## src/rtl/hcnt_pkg.sv

```systemverilog
package hcnt_pkg;

    // Resolved update for one cycle, after priority is applied.
    typedef enum logic [2:0] {
        OP_HOLD  = 3'd0,
        OP_CLEAR = 3'd1,
        OP_LOAD  = 3'd2,
        OP_UP    = 3'd3,
        OP_DOWN  = 3'd4
    } op_e;

    typedef struct packed {
        logic clr;
        logic set;
        logic inc;
        logic dec;
    } req_t;

    // Priority: clear, then load, then a single direction.
    function automatic op_e resolve_op(req_t r);
        if (r.clr)              return OP_CLEAR;
        else if (r.set)         return OP_LOAD;
        else if (r.inc && !r.dec) return OP_UP;
        else if (r.dec && !r.inc) return OP_DOWN;
        else                    return OP_HOLD;
    endfunction

endpackage

```

## src/rtl/hcnt_decode.sv

```systemverilog
module hcnt_decode
    import hcnt_pkg::*;
(
    input  logic clr,
    input  logic set,
    input  logic inc,
    input  logic dec,
    output op_e  op
);
    req_t req;

    always_comb begin
        req.clr = clr;
        req.set = set;
        req.inc = inc;
        req.dec = dec;
        op      = resolve_op(req);
    end
endmodule

```

## src/rtl/hcnt_lane.sv

```systemverilog
// One count register. PRIMARY=1 moves with the requested direction;
// PRIMARY=0 moves against it and holds the complement values.
module hcnt_lane
    import hcnt_pkg::*;
#(
    parameter int          W       = 2,
    parameter logic [W-1:0] RST_VAL = '0,
    parameter bit          PRIMARY = 1'b1
) (
    input  logic         clk,
    input  logic         rst,
    input  logic         commit,
    input  op_e          op,
    input  logic [W-1:0] set_val,
    input  logic [W-1:0] step,
    output logic [W-1:0] val_next,
    output logic [W-1:0] val_q
);
    localparam logic [W-1:0] ONES   = {W{1'b1}};
    localparam logic [W-1:0] BASE   = PRIMARY ? RST_VAL : (ONES - RST_VAL);

    function automatic logic [W-1:0] sat_add(logic [W-1:0] a, logic [W-1:0] b);
        logic [W:0] s;
        s = {1'b0, a} + {1'b0, b};
        return s[W] ? ONES : s[W-1:0];
    endfunction

    function automatic logic [W-1:0] sat_sub(logic [W-1:0] a, logic [W-1:0] b);
        return (a < b) ? '0 : (a - b);
    endfunction

    logic [W-1:0] load_val;
    logic [W-1:0] up_val;
    logic [W-1:0] down_val;

    generate
        if (PRIMARY) begin : g_fwd
            always_comb begin
                load_val = set_val;
                up_val   = sat_add(val_q, step);
                down_val = sat_sub(val_q, step);
            end
        end else begin : g_rev
            always_comb begin
                load_val = ONES - set_val;
                up_val   = sat_sub(val_q, step);
                down_val = sat_add(val_q, step);
            end
        end
    endgenerate

    always_comb begin
        unique case (op)
            OP_CLEAR: val_next = BASE;
            OP_LOAD:  val_next = load_val;
            OP_UP:    val_next = up_val;
            OP_DOWN:  val_next = down_val;
            default:  val_next = val_q;
        endcase
    end

    always_ff @(posedge clk) begin
        if (rst)
            val_q <= BASE;
        else if (commit)
            val_q <= val_next;
    end
endmodule

```

## src/rtl/hcnt_check.sv

```systemverilog
module hcnt_check #(
    parameter int W = 2
) (
    input  logic [W-1:0] pri,
    input  logic [W-1:0] sec,
    output logic         mismatch
);
    localparam logic [W-1:0] ONES = {W{1'b1}};
    logic [W-1:0] total;

    always_comb begin
        total    = pri + sec;
        mismatch = (total != ONES);
    end
endmodule

```

## src/rtl/hcnt_top.sv

```systemverilog
module hcnt_top
    import hcnt_pkg::*;
#(
    parameter int           W       = 2,
    parameter logic [W-1:0] RST_VAL = '0
) (
    input  logic         clk,
    input  logic         rst,
    input  logic         clr,
    input  logic         set,
    input  logic [W-1:0] set_val,
    input  logic         inc,
    input  logic         dec,
    input  logic [W-1:0] step,
    input  logic         commit,
    output logic [W-1:0] cnt,
    output logic [W-1:0] cnt_next,
    output logic         err
);
    op_e          op;
    logic [W-1:0] pri_q;
    logic [W-1:0] pri_n;
    logic [W-1:0] sec_q;
    logic [W-1:0] sec_n;

    hcnt_decode u_dec (
        .clr (clr),
        .set (set),
        .inc (inc),
        .dec (dec),
        .op  (op)
    );

    hcnt_lane #(.W(W), .RST_VAL(RST_VAL), .PRIMARY(1'b1)) u_pri (
        .clk      (clk),
        .rst      (rst),
        .commit   (commit),
        .op       (op),
        .set_val  (set_val),
        .step     (step),
        .val_next (pri_n),
        .val_q    (pri_q)
    );

    hcnt_lane #(.W(W), .RST_VAL(RST_VAL), .PRIMARY(1'b0)) u_sec (
        .clk      (clk),
        .rst      (rst),
        .commit   (commit),
        .op       (op),
        .set_val  (set_val),
        .step     (step),
        .val_next (sec_n),
        .val_q    (sec_q)
    );

    hcnt_check #(.W(W)) u_chk (
        .pri      (pri_q),
        .sec      (sec_q),
        .mismatch (err)
    );

    assign cnt      = pri_q;
    assign cnt_next = pri_n;
endmodule

```

## config.mk

```make
export PLATFORM = sky130hd
export DESIGN_NAME = hcnt_top
export DESIGN_NICKNAME = d
export VERILOG_FILES = /design/src/rtl/hcnt_pkg.sv /design/src/rtl/hcnt_decode.sv /design/src/rtl/hcnt_lane.sv /design/src/rtl/hcnt_check.sv /design/src/rtl/hcnt_top.sv
export SDC_FILE = /design/constraint.sdc
export NUM_CORES = 1
export LEC_CHECK = 0
export ABC_AREA = 1
export BUFFER_PORTS_ARGS = -buffer_cell sky130_fd_sc_hd__buf_2
export CELL_PAD_IN_SITES_DETAIL_PLACEMENT = 0
export CELL_PAD_IN_SITES_GLOBAL_PLACEMENT = 1
export CORE_ASPECT_RATIO = 1.4
export CORE_MARGIN = 5
export CORE_UTILIZATION = 34
export DETAILED_ROUTE_END_ITERATION = 8
export HOLD_SLACK_MARGIN = 0.05
export PLACE_DENSITY = 0.77
export SETUP_SLACK_MARGIN = 0.2
export SKIP_LAST_GASP = 1
export SYNTH_ARGS = -nofsm -noshare
export SYNTH_HDL_FRONTEND = slang
export SYNTH_HIERARCHICAL = 1
export SYNTH_SLANG_ARGS = --single-unit
```

## constraint.sdc

```tcl
create_clock -name clk -period 1.9 [get_ports clk]
set_input_delay 0.285 -clock clk [delete_from_list [all_inputs] [get_ports clk]]
set_output_delay 0.285 -clock clk [all_outputs]
set_load 0.005 [all_outputs]
```

==> key figures <==
Route
  • Drt pass-1 iters: 3
  • Drt total wl: 1600 um
  • Wirelength per Cell: 9.55 um
  • DR iter-0 viols: 5
  • DRC: 0
  • Vias/cell: 4.51
  • Vias: 754
  • Post-route ant nets: 0

Clock tree
  • Clk pin slew, worst setup/hold paths: 0.04 ns
  • Clk_lat worst skew: 0.24 ns
  • Hold buffer count at CTS: 0
  • Clk buf depth: 2
  • TritonCTS Sinks: 4
  • CTS Buf Count: 3
  • TritonCTS clock tree: yes
  • Clock root buffer: clkbuf_4
  • Htree depth: 1

Synthesis
  • Mapped Cells: 118
  • #FFs+latches synth: 4
  • Post-Synthesis Net Count: 138
  • Yosys warnings: 6
  • Avg Inst Size Synth: 5.61 sq um
  • Sequential share of the synthesized area: 0.121
  • Synth unique cells: 14
  • Syn Std Cell Area: 662 sq um

GRT
  • First-pass GRT wire length: 2750 um
  • GR Layer Usage met1: 0.139
  • Gr busiest metal: met2
  • GRT Residual Overflow: 0
  • Met3 usage: 0.0173
  • Met2 Resource Use GR: 0.211
  • Initial antenna violation count: 0
  • Largest net degree at the start of global routing: 12
  • Number of global-route vias before repair: 718
  • Total GRT Usage: 0.128

Power and ir drop
  • Power density cells: 441 nW/um^2
  • P_leak: 0.551 nW
  • Max IR drop VDD: 0.354 mV

Placement
  • Placer Congestion: 0.762
  • Number of I/O port buffers: 15
  • Placed inst area: 795 sq um
  • Setup Slack @ Placement: 0.0349 ns
  • DP HPWL: 1270 um
  • Placed cells: 158

Final layout
  • Antenna cells: 0
  • Most frequent cells in the layout: nand2_1, inv_1, buf_2
  • Finished Layout Cells: 167
  • Filler cells: 214
  • Final instance area: 910 sq um
  • Commonest non-fill, non-tap cell in the layout: nand2_1
  • Syn-to-layout area delta: 37.4%
  • Layout cell share with drive strength beyond 1: 0.308
  • Final #Nets: 168

Timing
  • Worst hold margin: 0.289 ns
  • RSZ-0062 raised after global routing: yes
  • Final hold vios: 0
  • Clk_skew: 0.0000276 ns
  • Post-route worst setup slack: -0.115 ns
  • Clock period minus worst slack: 2.02 ns
  • Max Slew Vio Count: 0
  • Peak Freq: 0.496 GHz
  • Worst slew margin: 0.736
  • Fin Setup TNS: -0.115 ns
  • Fin crit share: 1.06
  • Setup violations, final: 1
  • Worst slew pin tran: 0.395 ns

Die
  • Die area: 2940 sq um
  • Chip width: 47.3 um
  • Initial Utilization: 0.348
  • I/O pins: 16
  • Die Y: 62.2 um
  • Cell Rows: 19
  • Core Region: 1900 sq um

Critical path
  • CP Data Arrival Time: 1.73 ns
  • Worst EP required: 1.62 ns
  • Crit path kind: reg -> out
  • CP Max Fanout: 4
  • R2r endpoint: u_pri/val_q[0]$_SDFFE_PP0P_
  • Startpoint Class: flip-flop
  • Register-to-register setup slack: 0.09 ns
  • Crit Reg-Reg Startpoint: u_pri/val_q[0]$_SDFFE_PP0P_
  • Reg2Reg Depth: 14
  • Crit. End Element: primary output

Min path
  • HP Class: in -> reg
  • Worst Hold Depth: 3
  • Hold EP: u_sec/val_q[0]$_SDFFE_PP1P_
  • Critical hold path startpoint: rst

Status
  • Failing checks: setup timing
  • Run status: finished with violations

Flow run
  • Maxcap violations: 0
## metal layers
layer | vias up | part of all wire | wire length (um)
li1 | 407 | - | -
met1 | 326 | 0.44 | 697
met2 | 16 | 0.49 | 785
met3 | 5 | 0.041 | 65
met4 | 0 | 0.030 | 48
met5 | - | 0 | 0
## logic make-up (layout without fill, tap and decap cells)
kind of cell / Yosys count / in the layout / share of synthesized area
xor gates and xnor gates: 1 / 1 / 0.0132
and+or+nand+nor: 72 / 72 / 0.457
buffers and inverters: 28 / 56 / 0.159
DFF: 4 / 4 / 0.121
adders and majority gates: 9 / 9 / 0.216
AOI/OAI and AO/OA: 4 / 4 / 0.0340
## flip-flops by register name, summed over array words and instances (netlist names)
name / cells
u_pri/val_q: 2
u_sec/val_q: 2
## power breakdown
group | switching (mW) | internal, mW
sequential | 0.0121 | 0.0915
clock | 0.0364 | 0.0707
combinational | 0.101 | 0.0898
total | 0.149 | 0.252
## timing repair
| action | in CTS | in global routing |
|---|---|---|
| endpoints found under the setup margin | 2 | 5 |
| buffers inserted | 6 | 0 |
| pin swaps | 6 | 9 |
| gates resized for setup | 10 | 9 |
## cell usage after synthesis, drive strengths merged
| cell type | instances | area, sq um |
|---|---|---|
| nor2 | 17 | 66.3 |
| inv | 28 | 105 |
| fa | 4 | 80.1 |
| ha | 5 | 62.6 |
| o21bai | 1 | 7.51 |
| xor2 | 1 | 8.76 |
| dfxtp | 4 | 80.1 |
| nand3 | 10 | 50.1 |
| nand2 | 40 | 153 |
| nand3b | 2 | 15.0 |
| a21oi | 3 | 15.0 |
| nand4 | 3 | 18.8 |
## worst max-delay path, stage by stage, from the launching register on
cell     delay, ns
dfxtp_4       0.36
inv_4         0.04
ha_4          0.14
inv_2         0.05
fa_2          0.41
nand2_1       0.07
inv_1         0.04
nand3_1       0.05
nand2_1       0.06
nor2_2        0.09
nand2_1       0.05
buf_2         0.12
## how the worst max path moves through the flow
| stage | from | end | slack, ns | cells past startpoint |
|---|---|---|---|---|
| after floorplan | u_pri/val_q[0]$_SDFFE_PP0P_ | cnt_next[1] | 0.24 | 10 |
| after global placement | step[0] | cnt_next[1] | 0.05 | 11 |
| after detailed placement | step[0] | cnt_next[1] | 0.03 | 11 |
| after CTS | u_pri/val_q[0]$_SDFFE_PP0P_ | cnt_next[1] | -0.16 | 11 |
| after global routing | u_pri/val_q[0]$_SDFFE_PP0P_ | cnt_next[1] | -0.22 | 11 |
| final | u_pri/val_q[0]$_SDFFE_PP0P_ | cnt_next[1] | -0.12 | 11 |
## through the flow
stage               utilization  total power, mW
floorplan                     -            0.212
global placement          0.418            0.268
detailed placement        0.418            0.270
CTS                       0.466            0.406
global route              0.478            0.448
finish                    0.478            0.401
## area by class of cell
| cell class | count | area (sq um) | area share |
|---|---|---|---|
| repair buffers | 25 | 150 | 0.165 |
| flip-flops and latches | 4 | 88.8 | 0.0977 |
| clock buffers | 3 | 22.5 | 0.0248 |
| multi-input cells | 86 | 514 | 0.565 |
| well taps | 21 | 26.3 | 0.0289 |
| inverters | 28 | 108 | 0.118 |
Note: power is estimated with default switching activity, not from simulation.
